## src/rtl/nrw_pkg.sv

```systemverilog
package nrw_pkg;
  typedef enum logic [1:0] {
    OP_NONE    = 2'd0,
    OP_DATA    = 2'd1,
    OP_REWRITE = 2'd2
  } nrw_op_e;

  localparam int NRW_BANKS = 2;
endpackage

```

## src/rtl/nrw_ptr.sv

```systemverilog
module nrw_ptr #(
  parameter int ADDR_W = 5
) (
  input  logic              clk,
  input  logic              rst,
  input  logic              load,
  input  logic [ADDR_W-1:0] load_val,
  input  logic              adv,
  output logic [ADDR_W-1:0] ptr
);
  always_ff @(posedge clk) begin
    if (rst)       ptr <= '0;
    else if (load) ptr <= load_val;
    else if (adv)  ptr <= ptr + ADDR_W'(2);
  end

  assert_load_R7: assert property (@(posedge clk) disable iff (rst)
    load |=> ptr == $past(load_val));
  assert_step_R3: assert property (@(posedge clk) disable iff (rst)
    (adv && !load) |=> ptr == $past(ptr) + ADDR_W'(2));
  assert_hold_R5: assert property (@(posedge clk) disable iff (rst)
    (!adv && !load) |=> $stable(ptr));
endmodule

```

## src/rtl/nrw_decode.sv

```systemverilog
module nrw_decode
  import nrw_pkg::*;
#(
  parameter int ADDR_W = 5,
  parameter int NIB_W  = 4,
  parameter int CODE_W = 3,
  parameter logic [CODE_W-1:0] RW_CODE = 3'b100,
  localparam int BYTE_W  = 2 * NIB_W,
  localparam int BANK_AW = ADDR_W - 1
) (
  input  logic                          clk,
  input  logic                          rst,
  input  logic                          vld,
  input  logic                          cmd,
  input  logic [BYTE_W-1:0]             byte_in,
  input  logic [ADDR_W-1:0]             ptr,
  output logic [NRW_BANKS-1:0]          we,
  output logic [NRW_BANKS-1:0][BANK_AW-1:0] wa,
  output logic [NRW_BANKS-1:0][NIB_W-1:0]   wd,
  output logic                          adv
);
  nrw_op_e             op;
  logic [ADDR_W-1:0]   nxt;

  assign nxt = ptr + ADDR_W'(1);

  always_comb begin
    op = OP_NONE;
    if (vld) begin
      if (!cmd) op = OP_DATA;
      else if (byte_in[BYTE_W-1 -: CODE_W] == RW_CODE) op = OP_REWRITE;
    end
  end

  always_comb begin
    we = '0;
    wa = '0;
    wd = '0;
    case (op)
      OP_DATA: begin
        we[ptr[0]] = 1'b1;
        wa[ptr[0]] = ptr[ADDR_W-1:1];
        wd[ptr[0]] = byte_in[BYTE_W-1 -: NIB_W];
        we[nxt[0]] = 1'b1;
        wa[nxt[0]] = nxt[ADDR_W-1:1];
        wd[nxt[0]] = byte_in[NIB_W-1:0];
      end
      OP_REWRITE: begin
        we[ptr[0]] = 1'b1;
        wa[ptr[0]] = ptr[ADDR_W-1:1];
        wd[ptr[0]] = byte_in[NIB_W-1:0];
      end
      default: ;
    endcase
  end

  assign adv = (op == OP_DATA);

  assert_pair_R2: assert property (@(posedge clk) disable iff (rst)
    (vld && !cmd) |-> $countones(we) == 2);
  assert_single_R4: assert property (@(posedge clk) disable iff (rst)
    (vld && cmd) |-> $onehot0(we));
  assert_idle_R6: assert property (@(posedge clk) disable iff (rst)
    !vld |-> (we == '0));
endmodule

```

## src/rtl/nrw_bank.sv

```systemverilog
module nrw_bank #(
  parameter int AW    = 4,
  parameter int DW    = 4,
  localparam int DEPTH = 1 << AW
) (
  input  logic          clk,
  input  logic          rst,
  input  logic          we,
  input  logic [AW-1:0] wa,
  input  logic [DW-1:0] wd,
  input  logic [AW-1:0] ra,
  output logic [DW-1:0] q
);
  logic [DW-1:0] mem [DEPTH];

  always_ff @(posedge clk) begin
    if (we) mem[wa] <= wd;
  end

  always_ff @(posedge clk) begin
    if (rst) q <= '0;
    else     q <= mem[ra];
  end

  assert_stored_R8: assert property (@(posedge clk) disable iff (rst)
    we |=> mem[$past(wa)] == $past(wd));
endmodule

```

## src/rtl/nib_ram_writer.sv

```systemverilog
module nib_ram_writer
  import nrw_pkg::*;
#(
  parameter int ADDR_W = 5,
  parameter int NIB_W  = 4,
  localparam int BYTE_W  = 2 * NIB_W,
  localparam int BANK_AW = ADDR_W - 1
) (
  input  logic              clk,
  input  logic              rst,
  input  logic              in_vld,
  input  logic [BYTE_W-1:0] in_byte,
  input  logic              in_cmd,
  input  logic              ptr_load,
  input  logic [ADDR_W-1:0] ptr_val,
  input  logic [ADDR_W-1:0] rd_addr,
  output logic [NIB_W-1:0]  rd_data
);
  logic [ADDR_W-1:0]                     ptr;
  logic                                  adv;
  logic [NRW_BANKS-1:0]                  we;
  logic [NRW_BANKS-1:0][BANK_AW-1:0]     wa;
  logic [NRW_BANKS-1:0][NIB_W-1:0]       wd;
  logic [NRW_BANKS-1:0][NIB_W-1:0]       q;
  logic                                  rd_sel;

  nrw_ptr #(.ADDR_W(ADDR_W)) u_ptr (
    .clk(clk), .rst(rst), .load(ptr_load), .load_val(ptr_val),
    .adv(adv), .ptr(ptr)
  );

  nrw_decode #(.ADDR_W(ADDR_W), .NIB_W(NIB_W)) u_dec (
    .clk(clk), .rst(rst), .vld(in_vld), .cmd(in_cmd), .byte_in(in_byte),
    .ptr(ptr), .we(we), .wa(wa), .wd(wd), .adv(adv)
  );

  for (genvar b = 0; b < NRW_BANKS; b++) begin : g_bank
    nrw_bank #(.AW(BANK_AW), .DW(NIB_W)) u_bank (
      .clk(clk), .rst(rst), .we(we[b]), .wa(wa[b]), .wd(wd[b]),
      .ra(rd_addr[ADDR_W-1:1]), .q(q[b])
    );
  end

  always_ff @(posedge clk) begin
    if (rst) rd_sel <= 1'b0;
    else     rd_sel <= rd_addr[0];
  end

  assign rd_data = q[rd_sel];

  assert_rst_out_R1: assert property (@(posedge clk)
    rst |=> rd_data == '0);
  assert_rw_hold_R4: assert property (@(posedge clk) disable iff (rst)
    (in_vld && in_cmd && !ptr_load) |=> $stable(ptr));
endmodule

```

## config.mk

```make
export PLATFORM = sky130hd
export DESIGN_NAME = nib_ram_writer
export DESIGN_NICKNAME = d
export VERILOG_FILES = /design/src/rtl/nrw_pkg.sv /design/src/rtl/nrw_ptr.sv /design/src/rtl/nrw_decode.sv /design/src/rtl/nrw_bank.sv /design/src/rtl/nib_ram_writer.sv
export SDC_FILE = /design/constraint.sdc
export NUM_CORES = 1
export LEC_CHECK = 0
export BUFFER_PORTS_ARGS = -buffer_cell sky130_fd_sc_hd__buf_2
export CORE_MARGIN = 2
export CORE_UTILIZATION = 50
export DETAILED_ROUTE_END_ITERATION = 7
export PLACE_DENSITY = 0.67
export REMOVE_ABC_BUFFERS = 1
export SLEW_MARGIN = 20
export SYNTH_ARGS = -nofsm -noshare
export SYNTH_HDL_FRONTEND = slang
export SYNTH_SLANG_ARGS = --single-unit
export TNS_END_PERCENT = 30
```

## constraint.sdc

```tcl
create_clock -name clk -period 2.96 [get_ports clk]
set_input_delay 0.74 -clock clk [delete_from_list [all_inputs] [get_ports clk]]
set_output_delay 0.74 -clock clk [all_outputs]
set_load 0.005 [all_outputs]
```

After elaboration in Yosys (flattened, before gate mapping)
Memories as Yosys holds them, arrays and structs flattened. A register that Yosys moved wholly into a read port is not among the register bits.
Index checks and enable logic that the tools add are counted.
Word-level totals
  bits in latches: 0
  memory bits (read-only): 0
  memory bits (writable): 128
  memories: 2
  logic and storage cells: 45
  bits in registers: 6
  output and inout port bits: 4
  input port bits: 23
Memory list
  g_bank[0].u_bank.mem: words 16, width 4, read ports 1, clocked after Yosys merged registers in 1, write ports 1, RTL line nrw_bank.sv:14  | logic [DW-1:0] mem [DEPTH];
  g_bank[1].u_bank.mem: words 16, width 4, read ports 1, clocked after Yosys merged registers in 1, write ports 1, RTL line nrw_bank.sv:14
Operators by class
  shifts and indexed selects: 0
  equal/unequal tests: 3
  bitwise operators: 4
  order comparisons: 5
  multiplexer cells: 24
  reductions and logical operators: 3
  multiply operators: 0
  add/subtract/negate cells: 2
  divide/modulo/power cells: 0
Operator list (number)
  8-bit case mux with 2 select lines: 2
  8-bit bitwise AND: 3
  8-bit bitwise mux: 2
  4-bit two-way mux: 4
  5-bit two-way mux: 2
  4-bit demux with 1-bit select: 2
  1-bit by 2-bit less-than comparator with 1-bit output, second input constant: 3
  1-bit two-way mux: 6
  2-bit two-way mux: 3
  5-bit by 1-bit adder with 5-bit output, second input constant: 1
  5-bit by 2-bit adder with 5-bit output, second input constant: 1
  2-bit case mux with 2 select lines: 1
  3-bit == test, second input constant: 1
  1-bit demux with 1-bit select: 2
  2-bit by 1-bit == test with 1-bit output, second input constant: 1
  2-bit == test, second input constant: 1
  1-bit greater-or-equal comparator, second input constant: 2
  1-bit logical AND: 2
  2-bit OR: 1
  2-bit nonzero test: 1

Longest topological paths before layout
  depth in word-level cells: 9
  depth in mapped cells: 8

Modules after synthesis
From an unflattened synthesis, not the netlist that was laid out.
Second synthesis, totals
  cells, all modules: 415
  area total of the unflattened synthesis: 6243.5 sq um
Modules (own cells, without submodules)
  nrw_bank at g_bank[0].u_bank: times used 1, cells an instance 158, area each 2727.6 sq um, seq. area each 2001.9 sq um
  nrw_bank at g_bank[1].u_bank: times used 1, cells an instance 157, area each 2717.6 sq um, seq. area each 2001.9 sq um
  nrw_decode: times used 1, cells an instance 69, area each 488.0 sq um, seq. area each 0.0 sq um
  nrw_ptr: times used 1, cells an instance 25, area each 239.0 sq um, seq. area each 100.1 sq um
  nib_ram_writer: times used 1, cells an instance 6, area each 71.3 sq um, seq. area each 20.0 sq um

Worst setup path after synthesis
Ideal clock, no wire load.
  kind: register to register
  start: register u_ptr.ptr[0]
  end: memory g_bank[1].u_bank.mem[13][0] (enable)
  clock period less this slack: 2735 ps
  slack: 225 ps
  cell stages (with the launch flop): 9
  arrival time: 2395 ps
  path through: dfxtp_1 > inv_1 > clkbuf_1 > clkbuf_1 > ha_1 > nor3b_1 > a2bb2oi_1 > o32a_1 > a21oi_1
On the way
  longest elaborated chain between the ends: 9
Ends and longest elaborated chain
  start: declaration: RTL line nrw_ptr.sv:9  | output logic [ADDR_W-1:0] ptr
  start signal: assignment: RTL line nrw_ptr.sv:13  | else if (load) ptr <= load_val;
  start signal: assignment: RTL line nrw_ptr.sv:14  | else if (adv) ptr <= ptr + ADDR_W'(2);
  5-bit by 1-bit adder with 5-bit output: RTL line nrw_decode.sv:25  | assign nxt = ptr + ADDR_W'(1);
  1-bit by 2-bit less-than comparator with 1-bit output (implied by the code) / 1-bit greater-or-equal comparator (equally long branches): RTL line nrw_decode.sv:44, nrw_decode.sv:45
  1-bit logical AND (implied by the code): RTL line nrw_decode.sv:44, nrw_decode.sv:45
  1-bit two-way mux (implied by the code): RTL line nrw_decode.sv:44  | we[nxt[0]] = 1'b1;
  1-bit demux with 1-bit select
  2-bit OR (no line)
  2-bit case mux with 2 select lines: RTL line nrw_decode.sv:39  | case (op)
  1-bit two-way mux: RTL line nrw_bank.sv:17  | if (we) mem[wa] <= wd;
  1-bit two-way mux (implied by the code): RTL line nrw_bank.sv:17
  end: declaration: RTL line nrw_bank.sv:14
Parallel ways exist; a longest one is shown, timed or not.

Final worst setup path
  start: register u_ptr.ptr[1]
  end: memory g_bank[0].u_bank.mem[2][2] (enable)
On the way
  longest elaborated chain between the ends: 3
Ends and longest elaborated chain
  5-bit by 1-bit adder with 5-bit output / 8-bit bitwise AND (equally long branches)
  8-bit bitwise mux: RTL line nrw_decode.sv:45  | wa[nxt[0]] = nxt[ADDR_W-1:1];
  8-bit case mux with 2 select lines (*): RTL line nrw_decode.sv:39
  end: declaration: RTL line nrw_bank.sv:14
Mark *: on every way between the ends. The rest lies on a longest branch, timed or not.

==> summary.txt <==
Run status
  • Status: complete, no violations

Global routing
  • Global-route wire length before repair: roughly 22 mm
  • Gr busiest metal: met2
  • Global-route met2 utilization: between 30% and 40%
  • Largest net degree at the start of global routing: 24
  • Antenna violations before repair: 0
  • Met1 Use GR: 30.3%
  • Number of global-route vias before repair: around 4,000
  • M3 GR Usage: roughly 5.6%
  • Gr usage total: between 20 and 25%
  • GRT overflow: 0

Yosys
  • Seq cells post-synth: about 140
  • Main combinational cell family by area after synthesis: multiplexers
  • Post-synth EDFFs: about 130
  • Post-Synth Adder-Cell Area: less than 1%
  • Yosys top cell area share: roughly three fifths
  • Simple-gate share of the synthesized area: 8.01%
  • Post-Synth XOR/XNOR Area: less than 1%
  • Synth area leader: edfxtp_1
  • Cells after Synth: between 400 and 500
  • Ys Warns: 0
  • Synth Area in Compound Gates: 10.8%
  • Post-synth cell types: 52
  • Most common cell in the synthesized netlist: edfxtp_1
  • Sequential share of the synthesized area: ~66%
  • Mapped cell area: about 6300 µm²
  • Mean Syn Cell Area: around 14 µm²
  • Post-synth top cells: edfxtp_1, mux2i_1, a22oi_1
  • Asr flop ratio synth: 0%
  • Mux share of post-synthesis cell area: around an eighth
  • Largest cells by area after synthesis: edfxtp_1, mux2i_1, dfxtp_1, a22oi_1, mux4_2
  • Most used DFF post-synth: edfxtp_1

Place
  • Placed standard-cell area: a little under 7000 µm²
  • Hpwl dp: just over 9 mm
  • Routability Congestion: just under 0.9
  • Port Buffer Count: 26

CTS
  • Clock buffer depth: 2
  • TritonCTS buffer count: 17
  • Resize count post-CTS: 0
  • Cts hold-fix bufs: 0
  • CTS tree: yes
  • CTS Sinks: 142
  • H-tree levels: 4
  • CTS clk-pin slew, worst paths: around 0.060 ns
  • # Post-CTS Setup Buffers: 0
  • CTS root buf: clkbuf_16
  • Worst-Skew Late Latency: around 0.41 ns

Detailed routing
  • Detailed-route via count: 3,962
  • Routed wire length: 13.6 mm
  • Avg WL per Cell: 19.9 µm
  • Final ANT Viol Nets: 0
  • DR pass1 iterations: 5
  • First DRT Iteration DRCs: roughly 390
  • Residual DRC: 0
  • Vias per inst: slightly below 6

Setup path
  • Startpoint types: flip-flop
  • Crit path required time: 3.00 ns
  • Worst Setup SP: u_ptr.ptr[1]
  • CP Capture Type: flip-flop
  • Critical path buffers and inverters: 0
  • Worst path cell trace: ha_1 > nand3_1 > o32a_1 > o211a_1 > nor3_1
  • Largest stage delay on the critical path: roughly 0.52 ns
  • Critical path fanouts, max: 11
  • CP top delay family: simple AND/OR/NAND/NOR gates
  • Setup Crit Path Kind: reg -> reg
  • Worst reg2reg setup slack: around 0.46 ns
  • CP arrival: 2.54 ns
  • Reg2reg start: u_ptr.ptr[1]
  • Slowest CP cell: nor3_1

STA
  • Final worst path period need: roughly 2.5 ns
  • Setup TNS Final: 0 ns
  • RSZ-0062 raised after global routing: false
  • Clock Skew: roughly 0.012 ns
  • Final slew viol count: 0
  • Hold Violations, Final: 0
  • Maximum clock frequency: approximately 400 MHz
  • Max-slew headroom: a little over half
  • Tcrit/Tclk final: 84.3%
  • Final Setup Violations: 0
  • Worst-Margin Slew: 0.676 ns

Job
  • Maxcap violations: 0

Min path
  • Hold Startpoint: ptr_val[1]
  • Worst min-delay path class: in -> reg

Die
  • Die area: approximately 13,000 µm²
  • # IOs: 27
  • Row cnt: 40
  • Core area: 12,100 µm²
  • Die W: approximately 120 µm
  • Initial Utilization: around half
  • Die span in y: around 120 µm

Finish
  • Number of diodes: 0
  • # nets final: 528
  • Final Cell Area: ~7400 µm²
  • Layout cells sized above 1: between 20% and 30%
  • Post-layout utilization of the core: about three fifths
  • Layout overhead on the synthesized area: 17.7%

Pwr
  • Pwr Total: roughly 4.6 mW
  • PD cells: 630 nW/µm²
  • VDD IR max: roughly 0.42 mV
  • P_leak: between 2 and 3 nW
cell families after synthesis:
group | after synthesis
flip-flops | 142
AND/OR/NAND/NOR | 99
AO/OA/AOI/OAI | 94
multiplexers | 65
buffers and inverters | 35
XOR/XNOR | 3
adder cells (fa/ha/maj) | 3
per-layer routing:
| metal | wire length, µm | up-vias |
|---|---|---|
| met5 | 0 | - |
| met4 | 162 | 0 |
| met3 | 755 | 18 |
| met2 | 6550 | 140 |
| met1 | 6110 | 1953 |
| li1 | - | 1851 |
placed cells by master, fill, tap and decap left out, types with 2 or more instances in the layout:
cell type and n:
nand3_1 13, clkbuf_1 4, mux2_2 4, o211ai_1 2, buf_2 26, o32a_1 2, o221ai_1 2, a311oi_1 2
o21ai_0 15, buf_4 44, inv_1 7, a21oi_1 19, nor3b_1 3, a2bb2oi_1 2, xnor2_1 3, a22oi_1 32
edfxtp_1 128, and3_1 2, nand2_1 16, a211oi_2 3, nor4_1 6, nor2b_1 4, and2_1 2, nand2b_1 10
ha_1 3, clkinv_2 3, mux4_2 6, dfxtp_1 14, clkbuf_16 19, o21a_1 2, nor3_1 12, mux2i_1 55
nor2_1 23, inv_6 2, a2111oi_0 2, nand3b_1 2
final cells by class:
cell class              instances  area (µm²)
multi-input cells             264        1970
repair buffers                 70         460
inverters                       7        26.3
flip-flops and latches        142        4120
well taps                     168         210
fillers                       947        4740
clock inverters                 8        76.3
clock buffers                  24         504
state kept, by name, indices dropped and copies added (netlist names):
signal	count
g_bank.u_bank.mem	128
u_ptr.ptr	5
g_bank.u_bank.q	8
rd_sel	1
per-stage QoR:
step	setup WS [ns]	hold slack, ns	std cells
floorplan	0.0373	0.633	413
global placement	0.0802	0.690	651
detailed placement	0.0852	0.672	651
CTS	0.463	0.553	683
global route	0.254	0.579	683
finish	0.465	0.562	683
report_power, final:
group | internal (mW) | leakage (nW) | switching (mW)
Combinational | 0.129 | 1.11 | 0.217
Clock | 1.28 | 0.286 | 0.777
Sequential | 2.23 | 1.26 | 0.0117
Total | 3.64 | 2.65 | 1.01
path summary, 6_finish.rpt:
| check | endpoint | cells after the start |
|---|---|---|
| max | g_bank[0].u_bank.mem[2][2] | 5 |
| min | u_ptr.ptr[1] | 3 |
| min reg2reg | u_ptr.ptr[1] | 3 |
| max reg2reg | g_bank[0].u_bank.mem[2][2] | 5 |
worst reg2reg max path: stages, from the launching register on:
cell and delay [ns]:
dfxtp_1 0.41, ha_1 0.42, nand3_1 0.22, o32a_1 0.37
o211a_1 0.18, nor3_1 0.52
(Power assumes the default switching activity.)
